==> src/rtl/pfb_pkg.sv <==
package pfb_pkg;
  typedef enum logic [1:0] {ST_IDLE, ST_FETCH, ST_WRITE} pfb_state_e;
  localparam int unsigned CTRL_W   = 3;
  localparam int unsigned CTRL_IEN = 0;
  localparam int unsigned CTRL_DEN = 1;
  localparam int unsigned CTRL_INV = 2;
endpackage

==> src/rtl/pfb_ctrl_reg.sv <==
module pfb_ctrl_reg
  import pfb_pkg::*;
(
  input  logic              clk_i,
  input  logic              rst_ni,
  input  logic              we_i,
  input  logic [CTRL_W-1:0] wdata_i,
  output logic              ien_o,
  output logic              den_o,
  output logic              inval_o
);
  logic [CTRL_W-1:0] ctrl_q;

  always_ff @(posedge clk_i or negedge rst_ni) begin
    if (!rst_ni) begin
      ctrl_q           <= '0;
      ctrl_q[CTRL_IEN] <= 1'b1;
      ctrl_q[CTRL_DEN] <= 1'b1;
    end else if (we_i) begin
      ctrl_q <= wdata_i;
    end
  end

  assign ien_o   = ctrl_q[CTRL_IEN];
  assign den_o   = ctrl_q[CTRL_DEN];
  assign inval_o = ctrl_q[CTRL_INV];
endmodule

==> src/rtl/pfb_store.sv <==
module pfb_store #(
  parameter  int unsigned LINES  = 8,
  parameter  int unsigned WORDS  = 4,
  parameter  int unsigned DATA_W = 32,
  parameter  int unsigned TAG_W  = 11,
  localparam int unsigned IDX_W  = $clog2(LINES),
  localparam int unsigned OFF_W  = $clog2(WORDS),
  localparam int unsigned LINE_W = DATA_W * WORDS
) (
  input  logic              clk_i,
  input  logic              rst_ni,
  input  logic              clear_i,
  input  logic              fill_i,
  input  logic [IDX_W-1:0]  fill_idx_i,
  input  logic [TAG_W-1:0]  fill_tag_i,
  input  logic [LINE_W-1:0] fill_line_i,
  input  logic              upd_i,
  input  logic [IDX_W-1:0]  upd_idx_i,
  input  logic [OFF_W-1:0]  upd_off_i,
  input  logic [DATA_W-1:0] upd_word_i,
  input  logic [IDX_W-1:0]  lk_idx_i,
  input  logic [OFF_W-1:0]  lk_off_i,
  output logic              lk_valid_o,
  output logic [TAG_W-1:0]  lk_tag_o,
  output logic [DATA_W-1:0] lk_word_o
);
  logic [LINES-1:0]  valid_w;
  logic [TAG_W-1:0]  tag_w  [LINES];
  logic [LINE_W-1:0] line_w [LINES];

  for (genvar l = 0; l < LINES; l++) begin : g_line
    logic              fill_here, upd_here, valid_q;
    logic [TAG_W-1:0]  tag_q;
    logic [LINE_W-1:0] line_q;

    assign fill_here = fill_i && (fill_idx_i == IDX_W'(l));
    assign upd_here  = upd_i && (upd_idx_i == IDX_W'(l));

    always_ff @(posedge clk_i or negedge rst_ni) begin
      if (!rst_ni)        valid_q <= 1'b0;
      else if (clear_i)   valid_q <= 1'b0;
      else if (fill_here) valid_q <= 1'b1;
    end

    always_ff @(posedge clk_i) begin
      if (fill_here) begin
        tag_q  <= fill_tag_i;
        line_q <= fill_line_i;
      end else if (upd_here) begin
        for (int w = 0; w < WORDS; w++)
          if (upd_off_i == OFF_W'(w)) line_q[w*DATA_W +: DATA_W] <= upd_word_i;
      end
    end

    assign valid_w[l] = valid_q;
    assign tag_w[l]   = tag_q;
    assign line_w[l]  = line_q;
  end

  always_comb begin
    lk_valid_o = valid_w[lk_idx_i];
    lk_tag_o   = tag_w[lk_idx_i];
    lk_word_o  = '0;
    for (int w = 0; w < WORDS; w++)
      if (lk_off_i == OFF_W'(w)) lk_word_o = line_w[lk_idx_i][w*DATA_W +: DATA_W];
  end
endmodule

==> src/rtl/pfb_line_buf.sv <==
module pfb_line_buf
  import pfb_pkg::*;
#(
  parameter  int unsigned ADDR_W = 16,
  parameter  int unsigned DATA_W = 32,
  parameter  int unsigned WORDS  = 4,
  parameter  int unsigned LINES  = 8,
  parameter  bit          HAS_WR = 1'b1,
  localparam int unsigned OFF_W  = $clog2(WORDS),
  localparam int unsigned IDX_W  = $clog2(LINES),
  localparam int unsigned TAG_W  = ADDR_W - OFF_W - IDX_W,
  localparam int unsigned LINE_W = DATA_W * WORDS
) (
  input  logic              clk_i,
  input  logic              rst_ni,
  input  logic              active_i,
  input  logic              inval_i,
  input  logic              req_i,
  input  logic              we_i,
  input  logic [ADDR_W-1:0] addr_i,
  input  logic [DATA_W-1:0] wdata_i,
  output logic              ready_o,
  output logic              rvalid_o,
  output logic [DATA_W-1:0] rdata_o,
  output logic              mem_req_o,
  output logic              mem_we_o,
  output logic [ADDR_W-1:0] mem_addr_o,
  output logic [DATA_W-1:0] mem_wdata_o,
  input  logic              mem_rvalid_i,
  input  logic [LINE_W-1:0] mem_rline_i
);
  pfb_state_e        state_q, state_d;
  logic [ADDR_W-1:0] addr_q, lk_addr;
  logic [DATA_W-1:0] wdata_q, rdata_q, lk_word, resp_word;
  logic              use_q, kill_q, rvalid_q;
  logic              wr_req, accept, lk_valid, tag_match, rd_hit, resp, fill, upd;
  logic [TAG_W-1:0]  st_tag;

  assign wr_req  = HAS_WR && we_i;
  assign accept  = req_i && (state_q == ST_IDLE);
  assign lk_addr = (state_q == ST_IDLE) ? addr_i : addr_q;

  pfb_store #(
    .LINES (LINES),
    .WORDS (WORDS),
    .DATA_W(DATA_W),
    .TAG_W (TAG_W)
  ) u_store (
    .clk_i      (clk_i),
    .rst_ni     (rst_ni),
    .clear_i    (inval_i),
    .fill_i     (fill),
    .fill_idx_i (addr_q[OFF_W +: IDX_W]),
    .fill_tag_i (addr_q[ADDR_W-1 -: TAG_W]),
    .fill_line_i(mem_rline_i),
    .upd_i      (upd),
    .upd_idx_i  (addr_q[OFF_W +: IDX_W]),
    .upd_off_i  (addr_q[OFF_W-1:0]),
    .upd_word_i (wdata_q),
    .lk_idx_i   (lk_addr[OFF_W +: IDX_W]),
    .lk_off_i   (lk_addr[OFF_W-1:0]),
    .lk_valid_o (lk_valid),
    .lk_tag_o   (st_tag),
    .lk_word_o  (lk_word)
  );

  assign tag_match = lk_valid && (st_tag == lk_addr[ADDR_W-1 -: TAG_W]);
  assign rd_hit    = accept && !wr_req && active_i && !inval_i && tag_match;
  assign resp      = mem_rvalid_i && (state_q != ST_IDLE);
  // fills only if the buffer was in use at accept and no invalidate touched the fetch
  assign fill      = resp && (state_q == ST_FETCH) && use_q && !kill_q && !inval_i;
  assign upd       = resp && (state_q == ST_WRITE) && tag_match && !inval_i;

  always_comb begin
    resp_word = '0;
    for (int w = 0; w < WORDS; w++)
      if (addr_q[OFF_W-1:0] == OFF_W'(w)) resp_word = mem_rline_i[w*DATA_W +: DATA_W];
  end

  always_comb begin
    state_d = state_q;
    unique case (state_q)
      ST_IDLE: begin
        if (accept && wr_req)       state_d = ST_WRITE;
        else if (accept && !rd_hit) state_d = ST_FETCH;
      end
      ST_FETCH, ST_WRITE: if (mem_rvalid_i) state_d = ST_IDLE;
      default: state_d = ST_IDLE;
    endcase
  end

  always_ff @(posedge clk_i or negedge rst_ni) begin
    if (!rst_ni) begin
      state_q  <= ST_IDLE;
      addr_q   <= '0;
      wdata_q  <= '0;
      use_q    <= 1'b0;
      kill_q   <= 1'b0;
      rvalid_q <= 1'b0;
      rdata_q  <= '0;
    end else begin
      state_q  <= state_d;
      rvalid_q <= rd_hit || resp;
      if (accept) begin
        addr_q  <= addr_i;
        wdata_q <= wdata_i;
        use_q   <= active_i && !inval_i;
        kill_q  <= 1'b0;
      end else if (inval_i) begin
        kill_q  <= 1'b1;
      end
      if (rd_hit)                              rdata_q <= lk_word;
      else if (resp && (state_q == ST_FETCH))  rdata_q <= resp_word;
    end
  end

  assign ready_o     = (state_q == ST_IDLE);
  assign rvalid_o    = rvalid_q;
  assign rdata_o     = rdata_q;
  assign mem_req_o   = (state_q != ST_IDLE);
  assign mem_we_o    = (state_q == ST_WRITE);
  assign mem_addr_o  = (state_q == ST_WRITE) ? addr_q
                                             : {addr_q[ADDR_W-1:OFF_W], {OFF_W{1'b0}}};
  assign mem_wdata_o = HAS_WR ? wdata_q : '0;
endmodule

==> src/rtl/pfb_top.sv <==
module pfb_top
  import pfb_pkg::*;
#(
  parameter  int unsigned ADDR_W = 16,
  parameter  int unsigned DATA_W = 32,
  parameter  int unsigned WORDS  = 4,
  parameter  int unsigned LINES  = 8,
  localparam int unsigned LINE_W = DATA_W * WORDS
) (
  input  logic              clk_i,
  input  logic              rst_ni,
  input  logic              cache_on_i,
  input  logic              ctrl_we_i,
  input  logic [CTRL_W-1:0] ctrl_wdata_i,
  input  logic              ireq_i,
  input  logic [ADDR_W-1:0] iaddr_i,
  output logic              iready_o,
  output logic              irvalid_o,
  output logic [DATA_W-1:0] irdata_o,
  output logic              imem_req_o,
  output logic [ADDR_W-1:0] imem_addr_o,
  input  logic              imem_rvalid_i,
  input  logic [LINE_W-1:0] imem_rline_i,
  input  logic              dreq_i,
  input  logic              dwe_i,
  input  logic [ADDR_W-1:0] daddr_i,
  input  logic [DATA_W-1:0] dwdata_i,
  output logic              dready_o,
  output logic              drvalid_o,
  output logic [DATA_W-1:0] drdata_o,
  output logic              dmem_req_o,
  output logic              dmem_we_o,
  output logic [ADDR_W-1:0] dmem_addr_o,
  output logic [DATA_W-1:0] dmem_wdata_o,
  input  logic              dmem_rvalid_i,
  input  logic [LINE_W-1:0] dmem_rline_i
);
  logic              ien, den, inval;
  logic              i_mem_we;
  logic [DATA_W-1:0] i_mem_wdata;

  pfb_ctrl_reg u_ctrl (
    .clk_i  (clk_i),
    .rst_ni (rst_ni),
    .we_i   (ctrl_we_i),
    .wdata_i(ctrl_wdata_i),
    .ien_o  (ien),
    .den_o  (den),
    .inval_o(inval)
  );

  pfb_line_buf #(
    .ADDR_W(ADDR_W), .DATA_W(DATA_W), .WORDS(WORDS), .LINES(LINES), .HAS_WR(1'b0)
  ) u_ibuf (
    .clk_i       (clk_i),
    .rst_ni      (rst_ni),
    .active_i    (ien && !cache_on_i),
    .inval_i     (inval),
    .req_i       (ireq_i),
    .we_i        (1'b0),
    .addr_i      (iaddr_i),
    .wdata_i     ('0),
    .ready_o     (iready_o),
    .rvalid_o    (irvalid_o),
    .rdata_o     (irdata_o),
    .mem_req_o   (imem_req_o),
    .mem_we_o    (i_mem_we),
    .mem_addr_o  (imem_addr_o),
    .mem_wdata_o (i_mem_wdata),
    .mem_rvalid_i(imem_rvalid_i),
    .mem_rline_i (imem_rline_i)
  );

  pfb_line_buf #(
    .ADDR_W(ADDR_W), .DATA_W(DATA_W), .WORDS(WORDS), .LINES(LINES), .HAS_WR(1'b1)
  ) u_dbuf (
    .clk_i       (clk_i),
    .rst_ni      (rst_ni),
    .active_i    (den && !cache_on_i),
    .inval_i     (inval),
    .req_i       (dreq_i),
    .we_i        (dwe_i),
    .addr_i      (daddr_i),
    .wdata_i     (dwdata_i),
    .ready_o     (dready_o),
    .rvalid_o    (drvalid_o),
    .rdata_o     (drdata_o),
    .mem_req_o   (dmem_req_o),
    .mem_we_o    (dmem_we_o),
    .mem_addr_o  (dmem_addr_o),
    .mem_wdata_o (dmem_wdata_o),
    .mem_rvalid_i(dmem_rvalid_i),
    .mem_rline_i (dmem_rline_i)
  );
endmodule

==> config.mk <==
export PLATFORM = sky130hd
export DESIGN_NAME = pfb_top
export DESIGN_NICKNAME = d
export VERILOG_FILES = /design/src/rtl/pfb_pkg.sv /design/src/rtl/pfb_ctrl_reg.sv /design/src/rtl/pfb_store.sv /design/src/rtl/pfb_line_buf.sv /design/src/rtl/pfb_top.sv
export SDC_FILE = /design/constraint.sdc
export NUM_CORES = 2
export LEC_CHECK = 0
export ABC_AREA = 1
export BUFFER_PORTS_ARGS = -buffer_cell sky130_fd_sc_hd__buf_2
export CAP_MARGIN = 10
export CORE_ASPECT_RATIO = 1.75
export CORE_MARGIN = 2
export CORE_UTILIZATION = 55
export DETAILED_ROUTE_END_ITERATION = 6
export GPL_ROUTABILITY_DRIVEN = 0
export HOLD_SLACK_MARGIN = 0.12
export PLACE_DENSITY = 0.72
export SLEW_MARGIN = 30
export SYNTH_ARGS = -nofsm -noshare
export SYNTH_HDL_FRONTEND = slang
export SYNTH_HIERARCHICAL = 1
export SYNTH_SLANG_ARGS = --single-unit
==> constraint.sdc <==
create_clock -name clk_i -period 7.9 [get_ports clk_i]
set_input_delay 0.79 -clock clk_i [delete_from_list [all_inputs] [get_ports clk_i]]
set_output_delay 0.79 -clock clk_i [all_outputs]
set_load 0.02 [all_outputs]
==> out/metrics.sh <==
STATUS='complete, but fails checks'
VIOLATIONS='design-rule violations'
FINAL.SETUP.WORST_SLACK_PS=1330
CLOCK_TREE.BUFFER_DEPTH=4
GROUTE.LAYER.MET1.USAGE_PCT=44.2
TIMING_MAX_TRANSITION_VIOLATIONS_FINAL=0
HOLD_VIOL=0
PATH_CLK_SLEW_PS=70
GRT.MET2_USAGE_PCT=63.0
SYNTH_CELLS=13100
FIRSTDRTPASSITERS=7
REMAINING_DRC_ERRORS=24
STDCELL_COUNT=16200
CRITPATHLAUNCHTYPE='flop'
CTSHTREEMAXLEVEL=4
WORST_CLOCK_SKEW_PS=54.3
CLOCK_POWER_SHARE_PCT=26.1
SHARE_SEQ_OF_TOTAL_POWER_PCT=39.0
VIA_COUNT_OF_THE_FIRST_GLOBAL_ROUTING_PASS=97900
DPL.HPWL_UM=273000
DESIGN.CORE.AREA_MM2=0.213
SHARE_COMB_OF_TOTAL_POWER_PCT=34.9
DP.CELLS=15700
HOLD-WORST-SLACK_PS=179
GRT_FIRST_PASS_WIRELENGTH_UM=629000
GLOBAL_ROUTE.USAGE.MET3_PCT=10.7
CRIT_PATH_CELL_TRACE='inv_1 -> ha_1 -> inv_2 -> o21ai_4 -> buf_4 -> o21ai_0 -> o21ai_0 -> a21oi_1 -> a31oi_1 -> inv_1 -> nand2_1 -> nand4_1 -> nor2_1 -> nand2_1 -> nor2_1 -> inv_1 -> nor2_1 -> nand2_1 -> o21ai_4 -> buf_4'
NFILLCELLS=17500
P_SW_SHARE_PCT=39.7
FINAL.PERIOD_UTILIZATION_PCT=83.1
TIMING.CRITICAL_PATH.REQUIRED_PS=8430
CELL_INTERNAL_PWR_mW=25.4
ROW_COUNT=224
PLACE_WS_PS=1440
TOTALPOWERFINAL_mW=42.2
FINAL_PERIOD_MINUS_WORST_SETUP_SLACK_PS=6570
INSERTION_DELAY_PS=900
DIE_WIDTH_UM=354
POST_CTS_RESIZED=0
ANTENNA_FOUND_INITIAL=24
CP_TOP_FAMILY='compound AO/OA/AOI/OAI gates'
SLOWEST_STAGE='buf_4'
CRITICAL_PATH.MAX_STAGE_DELAY_PS=930
AREA_DELTA_SYNTH_FINAL_PCT=10.5
FLOORPLAN.INITIALDENSITY_PCT=55.3
FINAL_NET_COUNT=13500
MAX-VDD-IR-DROP_mV=0.620
SYN-CELL-AREA_MM2=0.118
WORSTSETUPPATHTYPE='reg2reg'
POWERDENSITY_mW_PER_MM2=325
CTS_TREE='done'
GRT_SETUP_UNREPAIRED='no'
ANT_NETS=0
CTS_POST_SETUP_BUFFERS_INSERTED=0
WORST_HOLD_PATH_TYPE='in2reg'
DRIVE_ABOVE_1_SHARE_PCT=8.24
WL_UM=442000
IO-PIN-COUNT=467
WORST-SLEW-PIN-TRANSITION_PS=1180
STDCELL_AREA_MM2=0.130
CTS.SINKS=2412
DETAIL_ROUTE.VIAS_PER_CELL=6.35
DETAIL_ROUTE.ITER0.VIOLATIONS=17200
GLOBAL_ROUTE.OVERFLOW_TOTAL=0
DESIGN.DIE.AREA_MM2=0.218
CHIPHEIGHT_UM=616
SYNTHESIS.AREA_PER_INSTANCE_UM2=8.96
P_LEAK_nW=53.4
SETUP_VIOL=0
GRT_MAX_DEGREE=203
PATH_BUF_INV=6
CRITICAL_PATH.ENDPOINT_TYPE='flop'
SETUP-TNS-FINAL_PS=0
PLACED_AREA_MM2=0.122
CP_MAX_FO=83
SWITCHING_POWER_mW=16.8
TRITONCTS.NUM_BUFFERS=221
AVGROUTEDWIREPERCELL_UM=27.4
DETAILROUTE.VIA_COUNT=103000
GRT-BUSIEST-LAYER='met2'
GRT.TOTAL_USAGE_PCT=39.4
CTSROOTBUFFERMASTER='clkbuf_16'
WORST-ENDPOINT-ARRIVAL_PS=7090
YS.WARNINGS.COUNT=6
FINAL_CORE_UTILIZATION_PCT=61.1
SLEW_HEADROOM_PCT=21.0
CAP_VIOLATIONS=0
MAX_CLOCK_FREQ_GHz=0.152
NUMPORTBUFFERS=464
==> sequential cells by signal (all words and copies together), names as in the netlist, 2 cells and up <==
| register | flops |
|---|---|
| u_dbuf/u_store/g_line.line_q | 1024 |
| u_ibuf/u_store/g_line.line_q | 1024 |
| u_dbuf/u_store/g_line.tag_q | 88 |
| u_ibuf/u_store/g_line.tag_q | 88 |
| u_dbuf/mem_wdata_o | 32 |
| u_dbuf/rdata_o | 32 |
| u_ibuf/rdata_o | 32 |
| u_ibuf/wdata_q | 32 |
| u_dbuf/addr_q | 16 |
| u_ibuf/addr_q | 16 |
| u_dbuf/u_store/g_line.valid_q | 8 |
| u_ibuf/u_store/g_line.valid_q | 8 |
| u_ctrl/ctrl_q | 3 |
| u_dbuf/state_q | 2 |
==> cell type report <==
cell class              instances  area, um2  area share (%)
diodes                         12       30.0          0.0231
clock buffers                 312       6210            4.78
clock inverters                96       1010           0.777
inverters                    1170       4520            3.48
multi-input cells            8643      38600            29.7
flip-flops and latches       2412      71500            55.0
well taps                    2825       3530            2.72
repair buffers                686       4470            3.44
==> routing by layer <==
layer	wire, um	vias to the layer above
li1	-	44000
met1	134000	47500
met2	202000	8828
met3	62900	2282
met4	43500	24
met5	147	-
==> path summary, 6_finish.rpt <==
kind	depth (start not counted)	slack, ps	start	to
worst min-delay path	2	180	imem_rvalid_i	u_ibuf/state_q[0]
worst max-delay path	20	1330	u_dbuf/state_q[0]	u_dbuf/u_store/g_line[3].line_q[14]
min in group asynchronous	2	450	rst_ni	u_ibuf/rdata_o[19]
max in group asynchronous	4	5610	rst_ni	u_dbuf/addr_q[10]
worst min register to register	2	470	u_ctrl/ctrl_q[0]	u_ctrl/ctrl_q[0]
worst max register to register	20	1330	u_dbuf/state_q[0]	u_dbuf/u_store/g_line[3].line_q[14]
==> placed cells by master, fill, tap and decap left out, drive strengths merged, types with 62 or more instances in the layout <==
cell       n
edfxtp  2224
buf      643
clkbuf   312
nand3   1261
a21oi     62
nand2   3973
dfrtp    186
inv     1163
o21ai   2533
nor2     637
clkinv    75
==> power by group through the flow <==
stage	Sequential [mW]	Clock, mW	Combinational (mW)
global route	16.5	11.5	15.7
floorplan	16.4	0	9.16
detailed placement	16.7	0	14.0
global placement	16.7	0	13.7
CTS	16.4	11.0	14.0
finish	16.4	11.0	14.7
==> repair_timing <==
action,CTS,global route
hold buffers,43,0
endpoints found under the hold margin,71,0
endpoints found under the setup margin,0,0
Note: power is estimated with default switching activity, not from simulation.
